`src/rtl/cmo_perm_pkg.sv`:
```
package cmo_perm_pkg;

  // field widths of one configuration register
  localparam int CF_W   = 1;
  localparam int INV_W  = 2;
  localparam int ZR_W   = 1;
  localparam int CFG_W  = CF_W + INV_W + ZR_W;
  localparam int CF_LSB  = 0;
  localparam int INV_LSB = CF_LSB + CF_W;
  localparam int ZR_LSB  = INV_LSB + INV_W;

  // configuration levels
  localparam int NUM_LVL = 3;
  localparam int LVL_W   = 2;
  localparam int LVL_M   = 0;
  localparam int LVL_S   = 1;
  localparam int LVL_H   = 2;

  // invalidate field value that turns an invalidate into a flush
  localparam logic [INV_W-1:0] INV_AS_FLUSH = INV_W'(1);

  typedef enum logic [1:0] {
    PRIV_U   = 2'd0,
    PRIV_S   = 2'd1,
    PRIV_RSV = 2'd2,
    PRIV_M   = 2'd3
  } priv_e;

  typedef enum logic [1:0] {
    OP_CLEAN = 2'd0,
    OP_FLUSH = 2'd1,
    OP_INVAL = 2'd2,
    OP_ZERO  = 2'd3
  } op_e;

  typedef struct packed {
    logic [ZR_W-1:0]  zr;
    logic [INV_W-1:0] inv;
    logic [CF_W-1:0]  cf;
  } envcfg_t;

  typedef struct packed {
    logic allow;
    logic illegal;
    logic virt_trap;
    logic as_flush;
  } verdict_t;

  // field that governs a given operation, widened to the invalidate width
  function automatic logic [INV_W-1:0] field_of(envcfg_t c, op_e op);
    logic [INV_W-1:0] f;
    unique case (op)
      OP_CLEAN, OP_FLUSH: f = INV_W'(c.cf);
      OP_INVAL:           f = c.inv;
      default:            f = INV_W'(c.zr);
    endcase
    return f;
  endfunction

endpackage

```
`src/rtl/cmo_rst_sync.sv`:
```
module cmo_rst_sync #(
  parameter int STAGES = 2
) (
  input  logic clk_i,
  input  logic rst_ni,
  output logic rst_sync_no
);
  logic [STAGES-1:0] sync_q;
  logic [STAGES-1:0] sync_d;

  always_comb begin
    sync_d = {sync_q[STAGES-2:0], 1'b1};
  end

  always_ff @(posedge clk_i or negedge rst_ni) begin
    if (!rst_ni) begin
      sync_q <= '0;
    end else begin
      sync_q <= sync_d;
    end
  end

  assign rst_sync_no = sync_q[STAGES-1];
endmodule

```
`src/rtl/cmo_cfg_bank.sv`:
```
module cmo_cfg_bank
  import cmo_perm_pkg::*;
#(
  parameter bit MGMT_EN = 1'b1,
  parameter bit ZERO_EN = 1'b1
) (
  input  logic             clk_i,
  input  logic             rst_ni,
  input  logic             wr_en_i,
  input  logic [CFG_W-1:0] wr_data_i,
  output envcfg_t          cfg_o
);
  // writable bits follow the implemented operation groups
  localparam logic [CFG_W-1:0] WMASK =
    {{ZR_W{ZERO_EN}}, {INV_W{MGMT_EN}}, {CF_W{MGMT_EN}}};

  envcfg_t cfg_q;
  envcfg_t cfg_d;
  logic    cfg_en;

  always_comb begin
    cfg_en = wr_en_i;
    cfg_d  = envcfg_t'(wr_data_i & WMASK);
  end

  always_ff @(posedge clk_i or negedge rst_ni) begin
    if (!rst_ni) begin
      cfg_q <= '0;
    end else if (cfg_en) begin
      cfg_q <= cfg_d;
    end
  end

  assign cfg_o = cfg_q;
endmodule

```
`src/rtl/cmo_perm_eval.sv`:
```
module cmo_perm_eval
  import cmo_perm_pkg::*;
(
  input  logic     valid_i,
  input  logic [1:0] priv_i,
  input  logic     virt_i,
  input  logic [1:0] op_i,
  input  envcfg_t  cfg_m_i,
  input  envcfg_t  cfg_s_i,
  input  envcfg_t  cfg_h_i,
  output verdict_t verdict_o
);
  priv_e            priv;
  op_e              op;
  logic             is_m;
  logic             is_u;
  logic             virt_eff;
  logic [INV_W-1:0] fld_m;
  logic [INV_W-1:0] fld_s;
  logic [INV_W-1:0] fld_h;
  logic             on_m;
  logic             on_s;
  logic             on_h;
  logic             ill;
  logic             vtrap;
  logic             flush_req;

  always_comb begin
    priv     = priv_e'(priv_i);
    op       = op_e'(op_i);
    is_m     = (priv == PRIV_M);
    // reserved code behaves as supervisor: neither machine nor user
    is_u     = (priv == PRIV_U);
    virt_eff = virt_i && !is_m;

    fld_m = field_of(cfg_m_i, op);
    fld_s = field_of(cfg_s_i, op);
    fld_h = field_of(cfg_h_i, op);
    on_m  = |fld_m;
    on_s  = |fld_s;
    on_h  = |fld_h;

    // illegal checks first, virtual checks only when no illegal applies
    ill   = !is_m && (!on_m || (is_u && !virt_eff && !on_s));
    vtrap = !ill && virt_eff && (!on_h || (is_u && !on_s));

    flush_req = (!is_m    && (fld_m == INV_AS_FLUSH)) ||
                (is_u     && (fld_s == INV_AS_FLUSH)) ||
                (virt_eff && (fld_h == INV_AS_FLUSH));

    verdict_o.illegal   = valid_i && ill;
    verdict_o.virt_trap = valid_i && vtrap;
    verdict_o.allow     = valid_i && !ill && !vtrap;
    verdict_o.as_flush  = valid_i && !ill && !vtrap && (op == OP_INVAL) && flush_req;
  end
endmodule

```
`src/rtl/cmo_rsp_reg.sv`:
```
module cmo_rsp_reg
  import cmo_perm_pkg::*;
(
  input  logic     clk_i,
  input  logic     rst_ni,
  input  logic     valid_i,
  input  verdict_t verdict_i,
  output logic     valid_o,
  output verdict_t verdict_o
);
  logic     valid_q;
  logic     valid_d;
  verdict_t verdict_q;
  verdict_t verdict_d;

  always_comb begin
    valid_d   = valid_i;
    verdict_d = valid_i ? verdict_i : '0;
  end

  always_ff @(posedge clk_i or negedge rst_ni) begin
    if (!rst_ni) begin
      valid_q   <= 1'b0;
      verdict_q <= '0;
    end else begin
      valid_q   <= valid_d;
      verdict_q <= verdict_d;
    end
  end

  assign valid_o   = valid_q;
  assign verdict_o = verdict_q;
endmodule

```
`src/rtl/cmo_perm_unit.sv`:
```
module cmo_perm_unit
  import cmo_perm_pkg::*;
#(
  parameter bit MGMT_EN = 1'b1,
  parameter bit ZERO_EN = 1'b1
) (
  input  logic             clk_i,
  input  logic             rst_ni,
  input  logic             cfg_wr_en_i,
  input  logic [LVL_W-1:0] cfg_wr_sel_i,
  input  logic [CFG_W-1:0] cfg_wr_data_i,
  input  logic [LVL_W-1:0] cfg_rd_sel_i,
  output logic [CFG_W-1:0] cfg_rd_data_o,
  input  logic             req_valid_i,
  input  logic [1:0]       req_priv_i,
  input  logic             req_virt_i,
  input  logic [1:0]       req_op_i,
  output logic             rsp_valid_o,
  output logic             rsp_allow_o,
  output logic             rsp_illegal_o,
  output logic             rsp_virtual_o,
  output logic             rsp_as_flush_o
);
  logic         rst_sync_n;
  logic [NUM_LVL-1:0] lvl_we;
  envcfg_t      cfg_q [NUM_LVL];
  envcfg_t      rd_mux;
  verdict_t     verdict_d;
  verdict_t     verdict_q;

  cmo_rst_sync #(.STAGES(2)) u_rst_sync (
    .clk_i       (clk_i),
    .rst_ni      (rst_ni),
    .rst_sync_no (rst_sync_n)
  );

  for (genvar g = 0; g < NUM_LVL; g++) begin : g_lvl
    assign lvl_we[g] = cfg_wr_en_i && (cfg_wr_sel_i == LVL_W'(g));

    cmo_cfg_bank #(
      .MGMT_EN (MGMT_EN),
      .ZERO_EN (ZERO_EN)
    ) u_bank (
      .clk_i     (clk_i),
      .rst_ni    (rst_sync_n),
      .wr_en_i   (lvl_we[g]),
      .wr_data_i (cfg_wr_data_i),
      .cfg_o     (cfg_q[g])
    );
  end

  always_comb begin
    rd_mux = '0;
    for (int i = 0; i < NUM_LVL; i++) begin
      if (cfg_rd_sel_i == LVL_W'(i)) rd_mux = cfg_q[i];
    end
  end
  assign cfg_rd_data_o = rd_mux;

  cmo_perm_eval u_eval (
    .valid_i   (req_valid_i),
    .priv_i    (req_priv_i),
    .virt_i    (req_virt_i),
    .op_i      (req_op_i),
    .cfg_m_i   (cfg_q[LVL_M]),
    .cfg_s_i   (cfg_q[LVL_S]),
    .cfg_h_i   (cfg_q[LVL_H]),
    .verdict_o (verdict_d)
  );

  cmo_rsp_reg u_rsp (
    .clk_i     (clk_i),
    .rst_ni    (rst_sync_n),
    .valid_i   (req_valid_i),
    .verdict_i (verdict_d),
    .valid_o   (rsp_valid_o),
    .verdict_o (verdict_q)
  );

  assign rsp_allow_o    = verdict_q.allow;
  assign rsp_illegal_o  = verdict_q.illegal;
  assign rsp_virtual_o  = verdict_q.virt_trap;
  assign rsp_as_flush_o = verdict_q.as_flush;
endmodule

```
`config.mk`:
```
export PLATFORM = sky130hd
export DESIGN_NAME = cmo_perm_unit
export DESIGN_NICKNAME = d
export VERILOG_FILES = /design/src/rtl/cmo_perm_pkg.sv /design/src/rtl/cmo_rst_sync.sv /design/src/rtl/cmo_cfg_bank.sv /design/src/rtl/cmo_perm_eval.sv /design/src/rtl/cmo_rsp_reg.sv /design/src/rtl/cmo_perm_unit.sv
export SDC_FILE = /design/constraint.sdc
export NUM_CORES = 1
export LEC_CHECK = 0
export BUFFER_PORTS_ARGS = -buffer_cell sky130_fd_sc_hd__buf_2
export CAP_MARGIN = 20
export CORE_MARGIN = 8
export CORE_UTILIZATION = 34
export DETAILED_ROUTE_END_ITERATION = 10
export GPL_TIMING_DRIVEN = 0
export PLACE_DENSITY = 0.54
export SLEW_MARGIN = 40
export SYNTH_ARGS = -nofsm -noshare
export SYNTH_HDL_FRONTEND = slang
export SYNTH_HIERARCHICAL = 1
export SYNTH_SLANG_ARGS = --single-unit
```
`constraint.sdc`:
```
create_clock -name clk_i -period 1.15 [get_ports clk_i]
set_clock_uncertainty 0.2 [all_clocks]
set_input_delay 0.115 -clock clk_i [delete_from_list [all_inputs] [get_ports clk_i]]
set_output_delay 0.115 -clock clk_i [all_outputs]
set_load 0.005 [all_outputs]
```
* Yosys cells after proc, flatten, opt, wreduce, memory -nomap -nowiden
Cells that the tools add are included.
Word-level totals: register bits 19, bits of input ports 17, output and inout port bits 9, word-level logic and storage cells 70
Operators by class: equal/unequal tests 10, mux-type cells 7, reduce and logical (&&, ||, !) cells 38
Operator list (number):
- 1-bit logical AND | 19
- 4-bit two-way mux | 4
- 2-bit by 1-bit == test with 1-bit output (second input constant) | 6
- 2-bit one-hot mux with 2 select lines | 3
- 2-bit == test (second input constant) | 4
- 2-bit logical NOT | 4
- 2-bit OR reduction | 4
- 1-bit logical NOT | 7
- 1-bit logical OR | 4

* Logic depth before layout (Yosys ltp)
depth after elaboration 16, depth in mapped cells 5, mapped depth without buffers 5

* Modules after synthesis
Netlist, hierarchy kept.
By module, submodules not included:
- cmo_cfg_bank | instances 3, cells an instance 8, area each 145.1 um^2, sequential area each 100.1 um^2
- cmo_perm_eval | instances 1, cells an instance 27, area each 178.9 um^2, sequential area each 0.0 um^2
- cmo_rsp_reg | instances 1, cells an instance 9, area each 150.1 um^2, sequential area each 125.1 um^2
- cmo_perm_unit | instances 1, cells an instance 13, area each 125.1 um^2, sequential area each 0.0 um^2
- cmo_rst_sync | instances 1, cells an instance 3, area each 53.8 um^2, sequential area each 50.0 um^2

* Least setup slack after synthesis
No wires, ideal clock.
kind flip-flop to flip-flop, start register g_lvl[0].u_bank/cfg_o[2] (netlist name), end register u_rsp/verdict_o[0] (netlist name), library setup time 0.066 ns, data arrival time 1.241 ns, data required time 0.884 ns, slack -0.357 ns, cell stages (with the launch flop) 5, buffers on the path 0, clock period less this slack 1.507 ns, cell sequence dfrtp_1 > a22o_1 > o311a_1 > nor4_2 > and2_1

==> qor.yml <==
status:
  violations: "negative setup slack"
  status: "finished, violations left"
pwr:
  swShare: 0.2946
  p_leak_nw: 0.5803
  clkPwrFrac: 0.223
  p_per_area_nw_per_um2: 1261
  ir_worst_vdd_uv: 650.1
  seqPwrFrac: 0.538
  finalPower_mw: 1.565
  power.switching_mw: 0.4610
  p_int_mw: 1.104
  p_comb_frac: 0.239
timing:
  maxSlewViolCount: 0
  post-route-period-util: 1.346
  max_freq_mhz: 646.2
  setup_viol_count_final: 8
  worst_pin_slew_ns: 0.6943
  relSlewSlack: 0.5372
  rsz0062_at_grt: "true"
  timing.final.ws_setup_ns: -0.3974
  finalHoldViolations: 0
  min_period_ns: 1.547
route:
  via_per_inst: 5.000
  drt_first_pass_iters: 4
  num_vias: 720
  routed_wl_um: 2117
  drt-initial-drc-count: 13
  antenna_left: 0
  drc_errors: 0
  wl_per_cell_um: 14.70
worst_setup_path:
  cp-end-kind: "register"
  critPathLaunch: "g_lvl[1].u_bank/cfg_o[2]"
  crit_buf_inv: 0
  crit_family: "compound AO/OA/AOI/OAI gates"
  cp.required_ns: 1.20
  r2r-end: "u_rsp/verdict_o[1]"
  max_stage_delay_ns: 0.41
  crit_end: "u_rsp/verdict_o[1]"
  worst-setup-path-type: "register to register"
  crit_fanout: 5
  setup.worst_path.start_class: "register"
  r2r_slack_ns: -0.40
  crit_chain: "a211o_1, o32a_1, nor2_1, and2_1"
  path_depth: 4
  worstPathArrival_ns: 1.60
  r2r_start: "g_lvl[1].u_bank/cfg_o[2]"
  r2r_cells: 4
  cp_slowest_cell: "dfrtp_1"
clock_tree:
  clock_path_buffers: 2
  h-tree-depth: 1
  tritoncts: "built"
  worstSkewPairLatency_ns: 0.30
  numClockSinks: 19
  cts_made_buffers: 3
  path_clk_slew_ns: 0.12
  cts-root-buf: "clkbuf_4"
layout:
  diodes: 0
  layout_commonest_cell: "buf_2"
  final_cell_mix: "24 x buf_2, 19 x dfrtp_1, 12 x mux2_2"
  layout.nets: 131
  stdcell_count: 144
  drive_gt1_frac: 0.4602
  synthToLayoutAreaGrowth_pct: 31.56
  post-route-util: 0.4620
  post-route-cell-area_um2: 1241
die:
  die_height_um: 68.68
  die_w_um: 68.68
  start_util: 0.3512
  die_area_um2: 4716
  io_pins: 26
  row_count: 19
  core_um2: 2686
worst_hold_path:
  hold_class: "input pin to register"
yosys:
  postSynthAreaPerCell_um2: 12.41
  synth_cell_type_count: 24
  synth-seq-cells: 19
  ys_seq_area_frac: 0.5040
  synth_area_um2: 943.4
  synth_cells: 76
  syn_nets: 93
  ys_warn_count: 6
place:
  numPortBuffers: 24
  dpl.cell_count: 131
  gp_congestion: 0.8583
  dp_hpwl_um: 1614
  place_area_um2: 1110
grt:
  antenna_found_initial: 0
  grt_max_degree: 18
  grt_remaining_overflow: 0
  grt_pass1_vias: 769
  grt_usage: 0.09533
  grt_first_pass_wirelength_um: 3360
flow_run:
  drv_cap: 0
## registers in the layout, indices dropped and copies added, names as in the netlist
signal / count
u_rst_sync/sync_q: 2
u_rsp/verdict_o: 4
g_lvl.u_bank/cfg_o: 12
u_rsp/valid_o: 1
## worst min-delay path by stage
stage,slack [ns],endpoint,cells past startpoint,startpoint
finish,0.03,u_rsp/verdict_o[1],4,req_valid_i
global route,0.04,g_lvl[0].u_bank/cfg_o[2],3,cfg_wr_sel_i[1]
CTS,-0.21,u_rsp/valid_o,1,req_valid_i
detailed placement,-0.30,u_rst_sync/sync_q[0],1,rst_ni
global placement,-0.30,u_rst_sync/sync_q[0],1,rst_ni
floorplan,-0.38,u_rst_sync/sync_q[0],0,rst_ni
## area by class of cell
type	count	area, µm²
Inverter	1	3.754
Sequential cell	19	475.5
Clock buffer	3	22.52
Multi-Input combinational cell	55	476.7
Buffer	1	11.26
Fill cell	271	1445
Tap cell	31	38.79
Timing Repair Buffer	33	207.7
Clock inverter	1	5.005
## power by group through the flow
stage | combinational (mW) | clock, mW | sequential [mW]
finish | 0.373 | 0.350 | 0.842
detailed placement | 0.338 | 0 | 0.855
global route | 0.415 | 0.388 | 0.857
global placement | 0.334 | 0 | 0.854
floorplan | 0.229 | 0 | 0.829
CTS | 0.366 | 0.358 | 0.842
## kinds of logic (layout without fill, tap and decap cells)
group / after synthesis / in the layout / share of synthesized area
and+or+nand+nor: 20 / 20 / 0.1353
AOI/OAI and AO/OA: 15 / 15 / 0.1233
other: 1 / 1 / 0.003975
muxes: 19 / 19 / 0.2175
DFF: 19 / 19 / 0.5040
buffers and inverters: 2 / 39 / 0.01591
## per-layer routing
layer	vias up	GRT usage	routed length [µm]
met4	0	0.04604	38
met5	-	0	0
met1	348	0.1143	930
li1	355	-	-
met3	4	0.02423	101
met2	13	0.1556	1047
## synthesized netlist by cell type
master | instances | area (µm²)
nor3b_1 | 1 | 7.510
nor2b_2 | 1 | 8.760
o21a_1 | 1 | 7.510
nor2b_4 | 1 | 13.76
inv_1 | 1 | 3.750
nor2_1 | 7 | 26.28
a22o_1 | 1 | 8.760
a221o_2 | 1 | 11.26
dfrtp_1 | 19 | 475.5
nor4_2 | 1 | 12.51
a21oi_1 | 3 | 15.01
mux2_2 | 12 | 135.1
o2bb2ai_1 | 4 | 35.03
o32a_1 | 1 | 10.01
and2_0 | 1 | 6.260
mux2i_1 | 7 | 70.07
a211o_1 | 1 | 8.760
and2_1 | 4 | 25.02
o311a_1 | 1 | 10.01
nor3_1 | 2 | 10.01
o21ai_0 | 2 | 10.01
and3b_1 | 2 | 17.52
conb_1 | 1 | 3.750
buf_6 | 1 | 11.26
## worst min-delay path, cell delays in order
cell,delay [ns]
buf_2,0.12
o21ai_2,0.08
nor2_1,0.05
and2_1,0.14
## metrics by stage
stage | hold slack [ns] | TNS, ns | setup slack (ns)
finish | 0.02590 | -2.279 | -0.3974
CTS | -0.2119 | -2.298 | -0.3724
global route | 0.03628 | -2.948 | -0.5114
floorplan | -0.3806 | -0.8749 | -0.2805
global placement | -0.3001 | -2.938 | -0.4506
detailed placement | -0.2971 | -2.912 | -0.4454
## what timing repair did
| item | in CTS | in global routing |
|---|---|---|
| setup buffers | 1 | 0 |
| setup endpoints to repair | 8 | 11 |
| hold buffers | 6 | 2 |
| pin swaps | 6 | 1 |
| endpoints found under the hold margin | 19 | 5 |
| resized for setup | 2 | 3 |
Note: power is estimated with default switching activity, not from simulation.
